## src/rtl/updn_lookahead_terms.sv

```systemverilog
module updn_lookahead_terms #(
  parameter int unsigned W = 8
) (
  input  logic [W-1:0] cnt_i,
  output logic [W-1:0] ones_below_o,
  output logic [W-1:0] zeros_below_o
);
  // Each term is a direct AND of the lower bits; no term feeds another.
  generate
    for (genvar k = 0; k < W; k++) begin : g_term
      if (k == 0) begin : g_lsb
        assign ones_below_o[k]  = 1'b1;
        assign zeros_below_o[k] = 1'b1;
      end else begin : g_upper
        assign ones_below_o[k]  = &cnt_i[k-1:0];
        assign zeros_below_o[k] = ~(|cnt_i[k-1:0]);
      end
    end
  endgenerate
endmodule

```

## src/rtl/updn_toggle_sel.sv

```systemverilog
module updn_toggle_sel #(
  parameter int unsigned W = 8
) (
  input  logic         en_i,
  input  logic         up_i,
  input  logic [W-1:0] ones_below_i,
  input  logic [W-1:0] zeros_below_i,
  output logic [W-1:0] toggle_o
);
  generate
    for (genvar k = 0; k < W; k++) begin : g_sel
      assign toggle_o[k] = en_i & (up_i ? ones_below_i[k] : zeros_below_i[k]);
    end
  endgenerate
endmodule

```

## src/rtl/updn_state_reg.sv

```systemverilog
module updn_state_reg #(
  parameter int unsigned W = 8
) (
  input  logic         clk_i,
  input  logic         rst_i,
  input  logic [W-1:0] toggle_i,
  output logic [W-1:0] q_o
);
  always_ff @(posedge clk_i) begin
    if (rst_i) q_o <= '0;
    else       q_o <= q_o ^ toggle_i;
  end
endmodule

```

## src/rtl/updn_lookahead_counter.sv

```systemverilog
module updn_lookahead_counter #(
  parameter int unsigned W = 8
) (
  input  logic         clk_i,
  input  logic         rst_i,
  input  logic         en_i,
  input  logic         up_i,
  output logic [W-1:0] count_o,
  output logic         tc_o
);
  localparam int unsigned TOP = W - 1;

  logic [W-1:0] ones_below;
  logic [W-1:0] zeros_below;
  logic [W-1:0] toggle_vec;
  logic         all_ones;
  logic         all_zeros;

  updn_lookahead_terms #(.W(W)) u_terms (
    .cnt_i        (count_o),
    .ones_below_o (ones_below),
    .zeros_below_o(zeros_below)
  );

  updn_toggle_sel #(.W(W)) u_sel (
    .en_i         (en_i),
    .up_i         (up_i),
    .ones_below_i (ones_below),
    .zeros_below_i(zeros_below),
    .toggle_o     (toggle_vec)
  );

  updn_state_reg #(.W(W)) u_reg (
    .clk_i   (clk_i),
    .rst_i   (rst_i),
    .toggle_i(toggle_vec),
    .q_o     (count_o)
  );

  // Terminal terms reuse the top-bit lookahead terms.
  assign all_ones  = ones_below[TOP] & count_o[TOP];
  assign all_zeros = zeros_below[TOP] & ~count_o[TOP];
  assign tc_o      = up_i ? all_ones : all_zeros;
endmodule

```

## config.mk

```make
export PLATFORM = sky130hd
export DESIGN_NAME = updn_lookahead_counter
export DESIGN_NICKNAME = d
export VERILOG_FILES = /design/src/rtl/updn_lookahead_terms.sv /design/src/rtl/updn_toggle_sel.sv /design/src/rtl/updn_state_reg.sv /design/src/rtl/updn_lookahead_counter.sv
export SDC_FILE = /design/constraint.sdc
export NUM_CORES = 1
export LEC_CHECK = 0
export BUFFER_PORTS_ARGS = -buffer_cell sky130_fd_sc_hd__buf_4
export CORE_AREA = 10 10 47 49
export DETAILED_ROUTE_END_ITERATION = 12
export DIE_AREA = 0 0 57 59
export MAX_ROUTING_LAYER = met4
export PLACE_DENSITY_LB_ADDON = 0.1
export SLEW_MARGIN = 30
export SYNTH_ARGS = -nofsm -noshare
export SYNTH_HDL_FRONTEND = slang
export SYNTH_SLANG_ARGS = --single-unit
export TNS_END_PERCENT = 50
```

## constraint.sdc

```tcl
create_clock -name clk_i -period 3.9 [get_ports clk_i]
set_input_delay 0.78 -clock clk_i [delete_from_list [all_inputs] [get_ports clk_i]]
set_output_delay 0.78 -clock clk_i [all_outputs]
set_load 0.02 [all_outputs]
```

# Word level (Yosys, flattened, before mapping)
# Cells that the tools add are included.
classes:
  muxes: 8
  bitwise_logic: 18
  reduce_logical: 12
op_table:
  columns: ["op", "n"]
  rows:
  - ["AND 1 bit", 9]
  - ["2-to-1 mux 1 bit", 8]
  - ["NOT 1 bit", 8]
  - ["bitwise XOR 8 bit", 1]
  - ["AND reduction 7 bit", 1]
  - ["OR reduction 7 bit", 1]
  - ["AND reduction 6 bit", 1]
  - ["OR reduction 6 bit", 1]
  - ["AND reduction 5 bit", 1]
  - ["OR reduction 5 bit", 1]
  - ["AND reduction 4 bit", 1]
  - ["OR reduction 4 bit", 1]
  - ["AND reduction 3 bit", 1]
  - ["OR reduction 3 bit", 1]
  - ["AND reduction 2 bit", 1]
  - ["OR reduction 2 bit", 1]
word_totals:
  reg_bits: 8

# Longest topological paths before layout
depth:
  ltp_word: 5
  ltp_mapped: 5
  mapped_depth_nobuf: 4

# By module
# From an unflattened synthesis, not the netlist that was laid out.
unflattened:
  hier_cells: 63
  area_unflattened_um2: 568.0
modules_own_cells:
  columns: ["module", "instances", "cells_per_inst", "area_each_um2", "seq_area_each_um2"]
  rows:
  - ["updn_state_reg", 1, 25, 271.5, 160.2]
  - ["updn_toggle_sel", 1, 17, 141.4, 0.0]
  - ["updn_lookahead_terms", 1, 18, 135.1, 0.0]
  - ["updn_lookahead_counter", 1, 3, 20.0, 0.0]

# Least setup slack after synthesis
# Ideal clock, no wire load.
synth_path:
  path_type: "input to output"
  startpoint: "input port up_i"
  endpoint: "output port tc_o"
  arrival_time_ps: 1814
  required_time_ps: 3120
  slack_ps: 1306
  path_stages: 3
  n_path_buf: 0
  cell_sequence: "or4_4 > nor4_4 > a22o_1"
synth_via:
  elab_chain_len: 1
synth_rtl:
  columns: ["item", "line", "source"]
  rows:
  - ["start: declaration", "updn_lookahead_counter.sv:7", "input logic up_i,"]
  - ["2-to-1 mux 1 bit", "updn_lookahead_counter.sv:43", "assign tc_o = up_i ? all_ones : all_zeros;"]
  - ["end: declaration", "updn_lookahead_counter.sv:9", "output logic tc_o"]
# No other way between the ends.

# Worst setup path after layout
# Same ends and word-level chain as after synthesis.

==> results.sh <==
export IMPL_outcome="completed"
export IMPL_cts_resized=0
export IMPL_final_common_cell="buf_4"
export IMPL_total_leakage_power_nw=0.245
export IMPL_finalSetupViolations=0
export IMPL_cts_tree="built"
export IMPL_ys_ff_latch=8
export IMPL_synth_fa_ha_area_frac=0
export IMPL_firstDrtPassIters=4
export IMPL_worstHoldPathType="reg -> reg"
export IMPL_regMostFlops="u_reg.q_o"
export IMPL_avgSynthCellArea_um2=9.02
export IMPL_grt_pass1_wl_um=1760
export IMPL_chipHeight_um=59
export IMPL_synth_mux_area_frac=0.0838
export IMPL_finalClockSkew_ps=2.70
export IMPL_synth_compound_area_frac=0.131
export IMPL_drt_initial_drc_count=2
export IMPL_clock_latency_ps=260
export IMPL_power_w=0.000253
export IMPL_grt_max_degree=12
export IMPL_drtAntennaViolNets=0
export IMPL_clock_fmax_mhz=360
export IMPL_ios=13
export IMPL_final_cell_mix="buf_4 (12), nor2_1 (11), dfxtp_1 (8)"
export IMPL_die_width_um=57
export IMPL_start_kind="input port"
export IMPL_p_per_area_nw_per_um2=425
export IMPL_endpoint_kind="output port"
export IMPL_routed_wirelength_um=1010
export IMPL_top_regs="u_reg.q_o (8)"
export IMPL_final_hold_viol_count=0
export IMPL_critPathMaxFanout=5
export IMPL_track_usage=0.0692
export IMPL_clockBufferDepth=2
export IMPL_fp_row_count=14
export IMPL_maxSlewHeadroom=0.773
export IMPL_multiInputGateArea_um2=303
export IMPL_post_route_min_period_ps=2780
export IMPL_largest_register_ffs=8
export IMPL_crit_type="in -> out"
export IMPL_cts_setup_buffers=0
export IMPL_fillers=166
export IMPL_seq_area_um2=160
export IMPL_required_ps=3120
export IMPL_clkSinkCount=8
export IMPL_syn_num_nets=57
export IMPL_synthCells=53
export IMPL_port_buffers=12
export IMPL_cts_hold_buf=0
export IMPL_gp_congestion=0.680
export IMPL_drv_slew=0
export IMPL_synth_area_um2=478
export IMPL_peakVddDrop_mv=0.189
export IMPL_synth_top_family_by_area="simple AND/OR/NAND/NOR gates"
export IMPL_drc=0
export IMPL_synthToLayoutAreaGrowth_pct=24.6
export IMPL_fin_nets=71
export IMPL_cp_data_arrival_time_ps=2000
export IMPL_final_period_utilization=0.713
export IMPL_cts_root_buf="clkbuf_4"
export IMPL_path_clk_slew_ps=60
export IMPL_drive_gt1_frac=0.369
export IMPL_cts_htree_levels=1
export IMPL_vias_per_cell=4.98
export IMPL_grt_overflow=0
export IMPL_start_util=0.341
export IMPL_rsz0062_at_grt="no"
export IMPL_synth_seq_area_share=0.335
export IMPL_core_area_um2=1400
export IMPL_num_vias=403
export IMPL_hold_slack_ps=580
export IMPL_drv_cap=0
export IMPL_setup_tns_ps=0
export IMPL_yosys_area_share_simple=0.309
export IMPL_antenna_found_initial=0
export IMPL_wl_per_cell_um=12.5
export IMPL_num_antenna_cells=0
export IMPL_grt_pass1_vias=408
export IMPL_cts_buffers=3
export IMPL_tightest_slew_ps=339
export IMPL_synth_xor_area_frac=0.110
export IMPL_fp_dieArea_um2=3360
export IMPL_hpwl_um=760
export IMPL_yosysWarnings=0
export IMPL_ys_types=26
-- final timing paths --
kind | from | endpoint | slack [ps] | cells after the start
max | up_i | tc_o | 1120 | 5
max reg2reg | u_reg.q_o[2]$_SDFF_PP0_ | u_reg.q_o[6]$_SDFF_PP0_ | 2220 | 4
min reg2reg | u_reg.q_o[2]$_SDFF_PP0_ | u_reg.q_o[2]$_SDFF_PP0_ | 580 | 2
min | u_reg.q_o[2]$_SDFF_PP0_ | u_reg.q_o[2]$_SDFF_PP0_ | 580 | 2
-- cell type report --
| cell class | instances | area share |
|---|---|---|
| Multi-Input combinational cell | 42 | 0.508 |
| Sequential cell | 8 | 0.269 |
| Timing Repair Buffer | 12 | 0.151 |
| Clock buffer | 3 | 0.0378 |
| Tap cell | 16 | 0.0336 |
-- logic make-up (layout without fill, tap and decap cells) --
logic type / count (synthesis) / after routing
AND/OR/NAND/NOR: 25 / 25
AO/OA/AOI/OAI: 8 / 8
flip-flops: 8 / 8
XOR/XNOR: 6 / 6
multiplexers: 3 / 3
buffers and inverters: 3 / 15
-- per-stage QoR --
stage                     worst slack, ps  std cells   util  area, µm²
after floorplan                      1310         53      -        478
after global placement               1120         78  0.409        573
after detailed placement             1100         78  0.409        573
after CTS                            1110         81  0.425        596
after global routing                 1040         81  0.425        596
final                                1120         81  0.425        596
-- power by group --
part           internal, W  switching [W]
sequential       0.0000913      0.0000166
clock            0.0000355      0.0000317
combinational    0.0000404      0.0000380
total             0.000167      0.0000862
-- per-layer routing --
| layer | global-route usage | vias to the layer above | wire (µm) |
|---|---|---|---|
| met3 | 0.0236 | 2 | 59 |
| met5 | - | - | 0 |
| met1 | 0.0661 | 180 | 448 |
| li1 | - | 211 | - |
| met4 | 0.0604 | 0 | 10 |
| met2 | 0.110 | 10 | 493 |
-- worst max-delay path, cell delays in order --
cell and delay [ps]:
buf_4 130, or4_4 550, nor4_4 230, a22o_1 170
buf_4 130
-- Yosys cell counts --
cell      instances  area [µm²]
xor2_1            2        17.5
nor4_4            1        21.3
a21oi_1           1        5.00
nand2b_1          1        6.26
buf_2             3        15.0
or4_4             1        11.3
o21ai_0           1        5.00
o21ai_2           1        8.76
and2b_1           1        7.51
nand3_1           2        10.0
mux2i_1           1        10.0
a22oi_2           1        12.5
a21boi_0          1        7.51
o22ai_1           1        6.26
nand2_1           1        3.75
nor2_1           11        41.3
nand4_1           2        12.5
and3_2            1        7.51
xnor2_1           4        35.0
dfxtp_1           8         160
nor3_1            1        5.00
a31o_2            1        8.76
mux2_4            2        30.0
nor2b_1           2        12.5
or3b_2            1        8.76
a22o_1            1        8.76
Note: power is estimated with default switching activity, not from simulation.
